[src/rtl/cyc_adc_pkg.sv]
package cyc_adc_pkg;
  typedef enum logic [1:0] {
    DEC_LO  = 2'b00,
    DEC_MID = 2'b01,
    DEC_HI  = 2'b10,
    DEC_BAD = 2'b11
  } dec_e;

  typedef struct packed {
    logic sub;
    logic zero;
    logic add;
  } dac_sel_t;

  // illegal code folds onto the upper decision
  function automatic logic [1:0] legalize(logic [1:0] d);
    return (d == 2'b11) ? 2'b10 : d;
  endfunction
endpackage

[src/rtl/cyc_seq.sv]
module cyc_seq #(
  parameter int N_CYC = 10,
  localparam int CNT_W = $clog2(N_CYC + 1)
) (
  input  logic clk_i,
  input  logic rst_ni,
  input  logic start_i,
  output logic launch_o,
  output logic capture_o,
  output logic last_o,
  output logic busy_o,
  output logic done_o
);
  logic             busy_q, done_q;
  logic [CNT_W-1:0] cnt_q;

  assign launch_o  = start_i & ~busy_q;
  assign capture_o = busy_q;
  assign last_o    = busy_q & (cnt_q == CNT_W'(N_CYC - 1));
  assign busy_o    = busy_q;
  assign done_o    = done_q;

  always_ff @(posedge clk_i or negedge rst_ni) begin
    if (!rst_ni) begin
      busy_q <= 1'b0;
      done_q <= 1'b0;
      cnt_q  <= '0;
    end else begin
      done_q <= last_o;
      if (launch_o) begin
        busy_q <= 1'b1;
        cnt_q  <= '0;
      end else if (last_o) begin
        busy_q <= 1'b0;
        cnt_q  <= '0;
      end else if (busy_q) begin
        cnt_q  <= cnt_q + 1'b1;
      end
    end
  end


  done_pulse_chk: assert property (@(posedge clk_i) disable iff (!rst_ni)
    done_q |=> !done_q);

  start_ignored_chk: assert property (@(posedge clk_i) disable iff (!rst_ni)
    (busy_q && !last_o && start_i) |=> (busy_q && cnt_q == CNT_W'($past(cnt_q) + 1'b1)));

  cnt_range_chk: assert property (@(posedge clk_i) disable iff (!rst_ni)
    cnt_q < CNT_W'(N_CYC));
endmodule

[src/rtl/cyc_decode.sv]
module cyc_decode
  import cyc_adc_pkg::*;
(
  input  logic       clk_i,
  input  logic       rst_ni,
  input  logic       capture_i,
  input  logic [1:0] dec_i,
  output logic [1:0] dig_o,
  output dac_sel_t   dac_sel_o,
  output logic       err_o
);
  dac_sel_t sel_d, sel_q;
  logic     err_q;

  assign dig_o = legalize(dec_i);

  always_comb begin
    sel_d = '0;
    case (dec_e'(dig_o))
      DEC_HI:  sel_d.sub  = 1'b1;
      DEC_MID: sel_d.zero = 1'b1;
      default: sel_d.add  = 1'b1;
    endcase
  end

  always_ff @(posedge clk_i or negedge rst_ni) begin
    if (!rst_ni) begin
      sel_q <= '0;
      err_q <= 1'b0;
    end else begin
      sel_q <= capture_i ? sel_d : '0;
      err_q <= capture_i & (dec_i == 2'b11);
    end
  end

  assign dac_sel_o = sel_q;
  assign err_o     = err_q;


  dac_onehot_chk: assert property (@(posedge clk_i) disable iff (!rst_ni)
    $onehot0(sel_q));

  err_sub_chk: assert property (@(posedge clk_i) disable iff (!rst_ni)
    err_q |-> sel_q.sub);
endmodule

[src/rtl/cyc_accum.sv]
module cyc_accum #(
  parameter int CODE_W = 11
) (
  input  logic              clk_i,
  input  logic              rst_ni,
  input  logic              launch_i,
  input  logic              capture_i,
  input  logic              last_i,
  input  logic [1:0]        dig_i,
  output logic [CODE_W-1:0] code_o
);
  logic [CODE_W-1:0] acc_q, acc_nxt, code_q;

  // one-bit overlap: shift by one, add the two-bit decision
  assign acc_nxt = {acc_q[CODE_W-2:0], 1'b0} + CODE_W'(dig_i);

  always_ff @(posedge clk_i or negedge rst_ni) begin
    if (!rst_ni) begin
      acc_q  <= '0;
      code_q <= '0;
    end else begin
      if (launch_i)       acc_q <= '0;
      else if (capture_i) acc_q <= acc_nxt;
      if (last_i)         code_q <= acc_nxt;
    end
  end

  assign code_o = code_q;


  code_hold_chk: assert property (@(posedge clk_i) disable iff (!rst_ni)
    !last_i |=> $stable(code_q));
endmodule

[src/rtl/cyc_adc_ctrl.sv]
module cyc_adc_ctrl
  import cyc_adc_pkg::*;
#(
  parameter int N_CYC = 10,
  localparam int CODE_W = N_CYC + 1
) (
  input  logic              clk_i,
  input  logic              rst_ni,
  input  logic              start_i,
  input  logic [1:0]        dec_i,
  output logic              busy_o,
  output logic [2:0]        dac_sel_o,
  output logic              dec_err_o,
  output logic              done_o,
  output logic [CODE_W-1:0] code_o
);
  logic     launch, capture, last;
  logic [1:0] dig;
  dac_sel_t sel;

  cyc_seq #(.N_CYC(N_CYC)) u_seq (
    .clk_i, .rst_ni, .start_i,
    .launch_o(launch), .capture_o(capture), .last_o(last),
    .busy_o, .done_o
  );

  cyc_decode u_dec (
    .clk_i, .rst_ni, .capture_i(capture), .dec_i,
    .dig_o(dig), .dac_sel_o(sel), .err_o(dec_err_o)
  );

  cyc_accum #(.CODE_W(CODE_W)) u_acc (
    .clk_i, .rst_ni, .launch_i(launch), .capture_i(capture),
    .last_i(last), .dig_i(dig), .code_o
  );

  assign dac_sel_o = sel;


  busy_done_excl_chk: assert property (@(posedge clk_i) disable iff (!rst_ni)
    !(busy_o && done_o));

  dac_after_busy_chk: assert property (@(posedge clk_i) disable iff (!rst_ni)
    (dac_sel_o != 3'b000) |-> $past(busy_o));

  done_after_busy_chk: assert property (@(posedge clk_i) disable iff (!rst_ni)
    $rose(done_o) |-> $past(busy_o));
endmodule

[config.mk]
export PLATFORM = sky130hd
export DESIGN_NAME = cyc_adc_ctrl
export DESIGN_NICKNAME = d
export VERILOG_FILES = /design/src/rtl/cyc_adc_pkg.sv /design/src/rtl/cyc_seq.sv /design/src/rtl/cyc_decode.sv /design/src/rtl/cyc_accum.sv /design/src/rtl/cyc_adc_ctrl.sv
export SDC_FILE = /design/constraint.sdc
export NUM_CORES = 1
export LEC_CHECK = 0
export ABC_AREA = 1
export BUFFER_PORTS_ARGS = -buffer_cell sky130_fd_sc_hd__buf_4
export CORE_MARGIN = 5
export CORE_UTILIZATION = 50
export DETAILED_ROUTE_END_ITERATION = 8
export PLACE_DENSITY = 0.69
export REMOVE_ABC_BUFFERS = 1
export SETUP_SLACK_MARGIN = 0.02
export SYNTH_ARGS = -nofsm -noshare
export SYNTH_HDL_FRONTEND = slang
export SYNTH_SLANG_ARGS = --single-unit
[constraint.sdc]
create_clock -name clk_i -period 1.65 [get_ports clk_i]
set_input_delay 0.33 -clock clk_i [delete_from_list [all_inputs] [get_ports clk_i]]
set_output_delay 0.33 -clock clk_i [all_outputs]
set_load 0.02 [all_outputs]
==> results of run 1 <==
## state kept, by name, indices dropped and copies added (netlist names)
signal	cells
u_acc.code_o	11
u_acc.acc_q	10
u_seq.cnt_q	4
u_seq.busy_o	1
u_dec.err_o	1
u_dec.dac_sel_o	3
u_seq.done_o	1
## critical path: stages (launching register included)
cell,delay [ps]
dfrtp_1,440
buf_4,190
buf_4,160
## logic make-up (layout without fill, tap and decap cells)
group           count (synthesis)  in the layout
compound gates                 14             14
xor+xnor                        4              4
fa+ha+maj                       4              4
buf+inv                        22             49
flops                          31             31
simple gates                   88             88
## final cells by class
cell class / instances / area share
flip-flops and latches: 31 / 0.460
well taps: 31 / 0.0230
inverters: 18 / 0.0430
repair buffers: 23 / 0.104
multi-input cells: 110 / 0.330
clock buffers: 8 / 0.0408
## cell usage after synthesis
cell,instances,area [sq um]
inv_4,2,12.5
xor2_1,4,35.0
or2_2,1,6.26
nor3_1,1,5.00
nor2_1,9,33.8
or2_4,1,8.76
inv_1,15,56.3
nand3_1,10,50.1
nand3_4,1,17.5
o21bai_1,1,7.51
o21ai_2,2,17.5
nand4_1,2,12.5
dfrtp_1,31,776
ha_1,4,50.1
o22ai_1,1,6.26
nand3b_1,1,7.51
clkbuf_2,1,5.00
buf_6,2,22.5
clkbuf_1,1,3.75
o21ai_0,8,40.0
inv_2,1,3.75
nor2_8,1,20.0
nand2_1,61,229
o21ai_1,2,10.0
## metal layers
metal,share of wire,routed length (microns),vias up
met3,0.052,138,2
li1,-,-,565
met1,0.46,1200,518
met4,0.011,30,0
met2,0.48,1270,20
met5,0,0,-
## power breakdown
part	switching, uW	internal (uW)	total [uW]
clock	247	250	497
combinational	738	492	1230
sequential	250	1070	1320
total	1240	1820	3050
## stage by stage
| stage | area (sq um) | utilization | setup slack (ps) | hold slack (ps) | std cells |
|---|---|---|---|---|---|
| 6_report | 1690 | 0.612 | 200 | 157 | 221 |
| 5_1_grt | 1690 | 0.612 | 117 | 135 | 221 |
| 4_1_cts | 1690 | 0.612 | 182 | 143 | 221 |
| 3_5_place_dp | 1610 | 0.583 | 181 | 283 | 212 |
| 3_3_place_gp | 1610 | 0.583 | 222 | 283 | 212 |
| 2_1_floorplan | 1410 | - | 397 | 34.4 | 159 |
## path summary, 6_finish.rpt
path                                       from            endpoint  slack [ps]  cells past startpoint
worst max register to register   u_acc.acc_q[0]     u_acc.code_o[9]         280                      7
worst min-delay path                   dec_i[0]  u_dec.dac_sel_o[0]         160                      2
min in group asynchronous                rst_ni     u_acc.code_o[0]         460                      2
max in group asynchronous                rst_ni      u_acc.acc_q[1]         910                      2
worst max-delay path               u_seq.busy_o              busy_o         200                      2
worst min register to register  u_acc.code_o[6]     u_acc.code_o[6]         480                      2
## timing repair
item | 4_1_cts | 5_1_grt
hold endpoints to repair | 31 | 0
hold buffers | 1 | 0
gates resized for setup | 0 | 0
==> run metrics, run 1 <==
status=finished clean; Pre-antenna DRT Iters=4; most common cell after layout, fill and taps aside=nand2_1; CP Data Required Time=around 1300 ps; largest family of logic cells by synthesized area=simple AND/OR/NAND/NOR gates; Site Rows=19; Pwr Total=3050 uW; RSZ-0062 raised after global routing=no; commonest cells after routing, fill and taps aside=61 x nand2_1, 31 x dfrtp_1, 22 x buf_4, 15 x inv_1, 10 x nand3_1; diodes inserted=0; number of primary I/O pins=22; number of synthesized register bits=31; Fillers=258; nature of the critical path startpoint=flop; Synth Instances=163; Core Region=0.00276 sq mm; # DRC=0; clock buffer depth=2; final worst-path cycle share=0.879; Max Cap Viol=0; initial antenna violation count=0; Die H=around 64 microns; min-delay worst type=in -> reg; GRT Max-Usage Layer=met2; clock root buffer=clkbuf_4; Post-Route WL=2630 microns; Adder-Cell Fraction of Synth Area=0.0348; Leak=around 0.00092 uW; Area Overhead vs Synth=17.5%; GRT Overall Usage=0.148; Die W=63.6 microns; Crit Path Category=reg -> out; Simple-Gate Fraction of Synth Area=0.272; Worst slew margin=0.743; Max IR drop VDD=1160 uV; clock latency on the worst-skew pair=about 330 ps; CP arrival=between 1000 and 1500 ps; number of library cell types mapped by synthesis=24; H-tree depth=2; TritonCTS Sinks=31; Post-Syn Area=0.00144 sq mm; multiplexer share of the synthesized area=0; GR Util met2=0.235; CTS tree=done; Initial Util=0.521; Period minus WS final=1450 ps; f_max=689 MHz; initial drt markers=41; Slew Viols, Final=0; first-pass GRT wire length=4710 microns; vias=about 1100; setup TNS=0 ps; Final ANT Viol Nets=0; slew of the pin with the lowest slew margin=386 ps; pin count of the biggest net entering global routing=32; Nets=slightly below 200; Port Buf Inserts=21; Post-Synth XOR/XNOR Area=0.0244; routed vias/inst=5.00; setup repair bufs after CTS=0; final hold vios=0; total of warnings raised by yosys=0; GRT met3 Usage=0.0622; post-DP HPWL=a little under 2000 microns; clock skew=slightly above 6 ps; compound-cell area share of the yosys netlist=0.0566; Avg WL per Cell=roughly 12 microns; Mean Syn Cell Area=between 8 and 9 sq um; clk slew on worst S/H paths=90 ps; PwrDens=around 1800 mW/mm^2; final setup fails=0; GPL Wtd Cong=~0.84; Seq. cell area=about 780 sq um; area of the multi-input gates=557 sq um; vias in the first global route=1082; Seq/Total Area, Yosys=0.540; layout cell share with drive strength beyond 1=0.200; GRT overflow=0; crit path max fanout=8; met1 usage=0.181; clock buffer count from CTS=5; die footprint=0.00404 sq mm; Worst setup EP type=output pin
(Power assumes the default switching activity.)
==> run 2: changes to the inputs <==
ABC_AREA = default   (was 1)
==> run metrics, run 2 <==
Initial Util=0.515; most common cell after layout, fill and taps aside=dfrtp_1; Post-Route WL=2670 microns; min-delay worst type=in -> reg; Worst setup EP type=flop; hold path cells=2; total of warnings raised by yosys=0; number of synthesized register bits=31; diodes inserted=0; TritonCTS Sinks=31; # DRC=0; Placed Area=0.00160 sq mm; final worst-path cycle share=0.924; Avg WL per Cell=around 14 microns; Slew Viols, Final=0; max reg flops=11; vias in the first global route=roughly 1000; Final ANT Viol Nets=0; Site Rows=19; RSZ-0062 raised after global routing=no; post-DP HPWL=1920 microns; Mean Syn Cell Area=10.7 sq um; GRT overflow=0; most frequent cell after synthesis=dfrtp_1; H-tree depth=2; path depth of the worst reg2reg path=6; number of primary I/O pins=22; clock buffer count from CTS=5; number of synthesized flops with an enable pin=0; final setup fails=0; Core Region=between 0.002 and 0.003 sq mm; clock skew=~11 ps; clock root buffer=clkbuf_4; die footprint=0.00398 sq mm; Area Overhead vs Synth=20.4%; clock buffer depth=2; top_reg_cell synth=dfrtp_1; GPL Wtd Cong=a little under 0.8; Nets=between 150 and 200; non-filler cells, final=189; Post-Syn Area=0.00141 sq mm; pin count of the biggest net entering global routing=32; Port Buf Inserts=21; post-synth top area share=0.551; Leak=0.000853 uW; Synth Instances=131; Die H=about 63 microns; GRT Overall Usage=0.155; Die W=63.1 microns; hold_ws=181 ps; Seq/Total Area, Yosys=0.551; Crit Path Category=reg -> reg; placed cells=180; clock latency on the worst-skew pair=330 ps; initial drt markers=36; number of library cell types mapped by synthesis=31; layout cell share with drive strength beyond 1=0.272; crit path max fanout=4; routed vias/inst=around 5.2; slew of the pin with the lowest slew margin=436 ps; status=finished clean; post-layout utilization of the core=0.620; initial antenna violation count=0; commonest cells after routing, fill and taps aside=30 x dfrtp_1, 26 x nand2_1, 25 x buf_4, 8 x o21ai_0; CP arrival=1760 ps; final hold vios=0; CP Data Required Time=about 1900 ps; clk slew on worst S/H paths=100 ps; Commonest cells post-synth=31 x dfrtp_1, 26 x nand2_1, 8 x o21ai_0, 6 x nand3_1, 6 x nor2_1; ys async rst share=1.00; Fillers=~230; Pre-antenna DRT Iters=4; top post-synthesis cells by area=dfrtp_1 55%, nand2_1 6.9%, ha_1 3.6%; Max IR drop VDD=1280 uV; PwrDens=between 1500 and 2000 mW/mm^2; nature of the critical path startpoint=flop; first-pass GRT wire length=4740 microns; setup TNS=0 ps; Max Cap Viol=0; design area=0.00169 sq mm; CTS tree=done; Period minus WS final=1530 ps; Worst slew margin=0.708; f_max=656 MHz; vias=988; Synth area leader=dfrtp_1
## run 2: cell types whose count changed in the layout (fill, tap and decap cells not counted), moves of 4 or more
cell | previous run | this run
nand2b_1 | 0 | 5
xnor2_1 | 0 | 5
nor3b_1 | 0 | 4
nand2_1 | 61 | 26
inv_1 | 15 | 3
nand3_1 | 10 | 6
## run 2: cells by family (layout without fill, tap and decap cells)
group | Yosys count | count (layout) | share of synthesized area
simple gates | 56 | 56 | 0.208
mux | 4 | 4 | 0.0338
flops | 31 | 31 | 0.551
compound gates | 16 | 16 | 0.0747
buf+inv | 10 | 37 | 0.0347
xor+xnor | 10 | 10 | 0.0622
fa+ha+maj | 4 | 4 | 0.0356
## run 2: worst max-delay path, cell delays in order (launching register included)
cell and delay [ps]:
dfrtp_1 400, ha_1 250, ha_1 250, inv_1 70, nor2_1 50, xor2_1 150
mux2_2 260
## run 2: worst paths after layout
| path | startpoint | endpoint | slack, ps |
|---|---|---|---|
| min in group asynchronous | rst_ni | u_acc.acc_q[4] | 460 |
| hold / removal | dec_i[0] | u_dec.dac_sel_o[0] | 180 |
| setup reg to reg | u_acc.acc_q[0] | u_acc.code_o[7] | 120 |
| max in group asynchronous | rst_ni | u_seq.busy_o | 900 |
| setup / recovery | u_acc.acc_q[0] | u_acc.code_o[7] | 120 |
| hold reg to reg | u_acc.code_o[2] | u_acc.code_o[2] | 480 |
## run 2: report_power, final
| part | internal, uW | total (uW) | switching, uW | leakage, uW |
|---|---|---|---|---|
| combinational | 602 | 1260 | 659 | 0.000423 |
| clock | 358 | 619 | 261 | 0.0000482 |
| sequential | 1080 | 1370 | 285 | 0.000382 |
## run 2: final cells by class
type	instances	area (sq um)	share of cell area
Timing Repair Buffer	26	198	0.117
Multi-Input combinational cell	90	583	0.344
Clock inverter	2	35.0	0.0207
Inverter	3	11.3	0.00665
Sequential cell	31	777	0.459
Tap cell	31	38.8	0.0229
Clock buffer	6	51.3	0.0303
## run 2: repair_timing
action,4_1_cts,5_1_grt
setup endpoints to repair,0,1
buffers inserted,0,0
hold endpoints to repair,31,0
resized for setup,0,1
hold buffers,1,0
## run 2: through the flow
| stage | power [uW] | setup WS [ps] |
|---|---|---|
| 3_3_place_gp | 2600 | 99.4 |
| 2_1_floorplan | 2140 | -289 |
| 5_1_grt | 3510 | 56.8 |
| 3_5_place_dp | 2660 | 66.9 |
| 4_1_cts | 3290 | 74.4 |
| 6_report | 3250 | 125 |
## run 2: per-layer routing
layer | up-vias | share of wire | wire [microns] | GRT usage
met5 | - | 0 | 0 | 0
met4 | 0 | 0.039 | 104 | 0.106
met3 | 11 | 0.048 | 129 | 0.0586
met2 | 23 | 0.47 | 1240 | 0.236
met1 | 470 | 0.45 | 1190 | 0.178
li1 | 484 | - | - | -
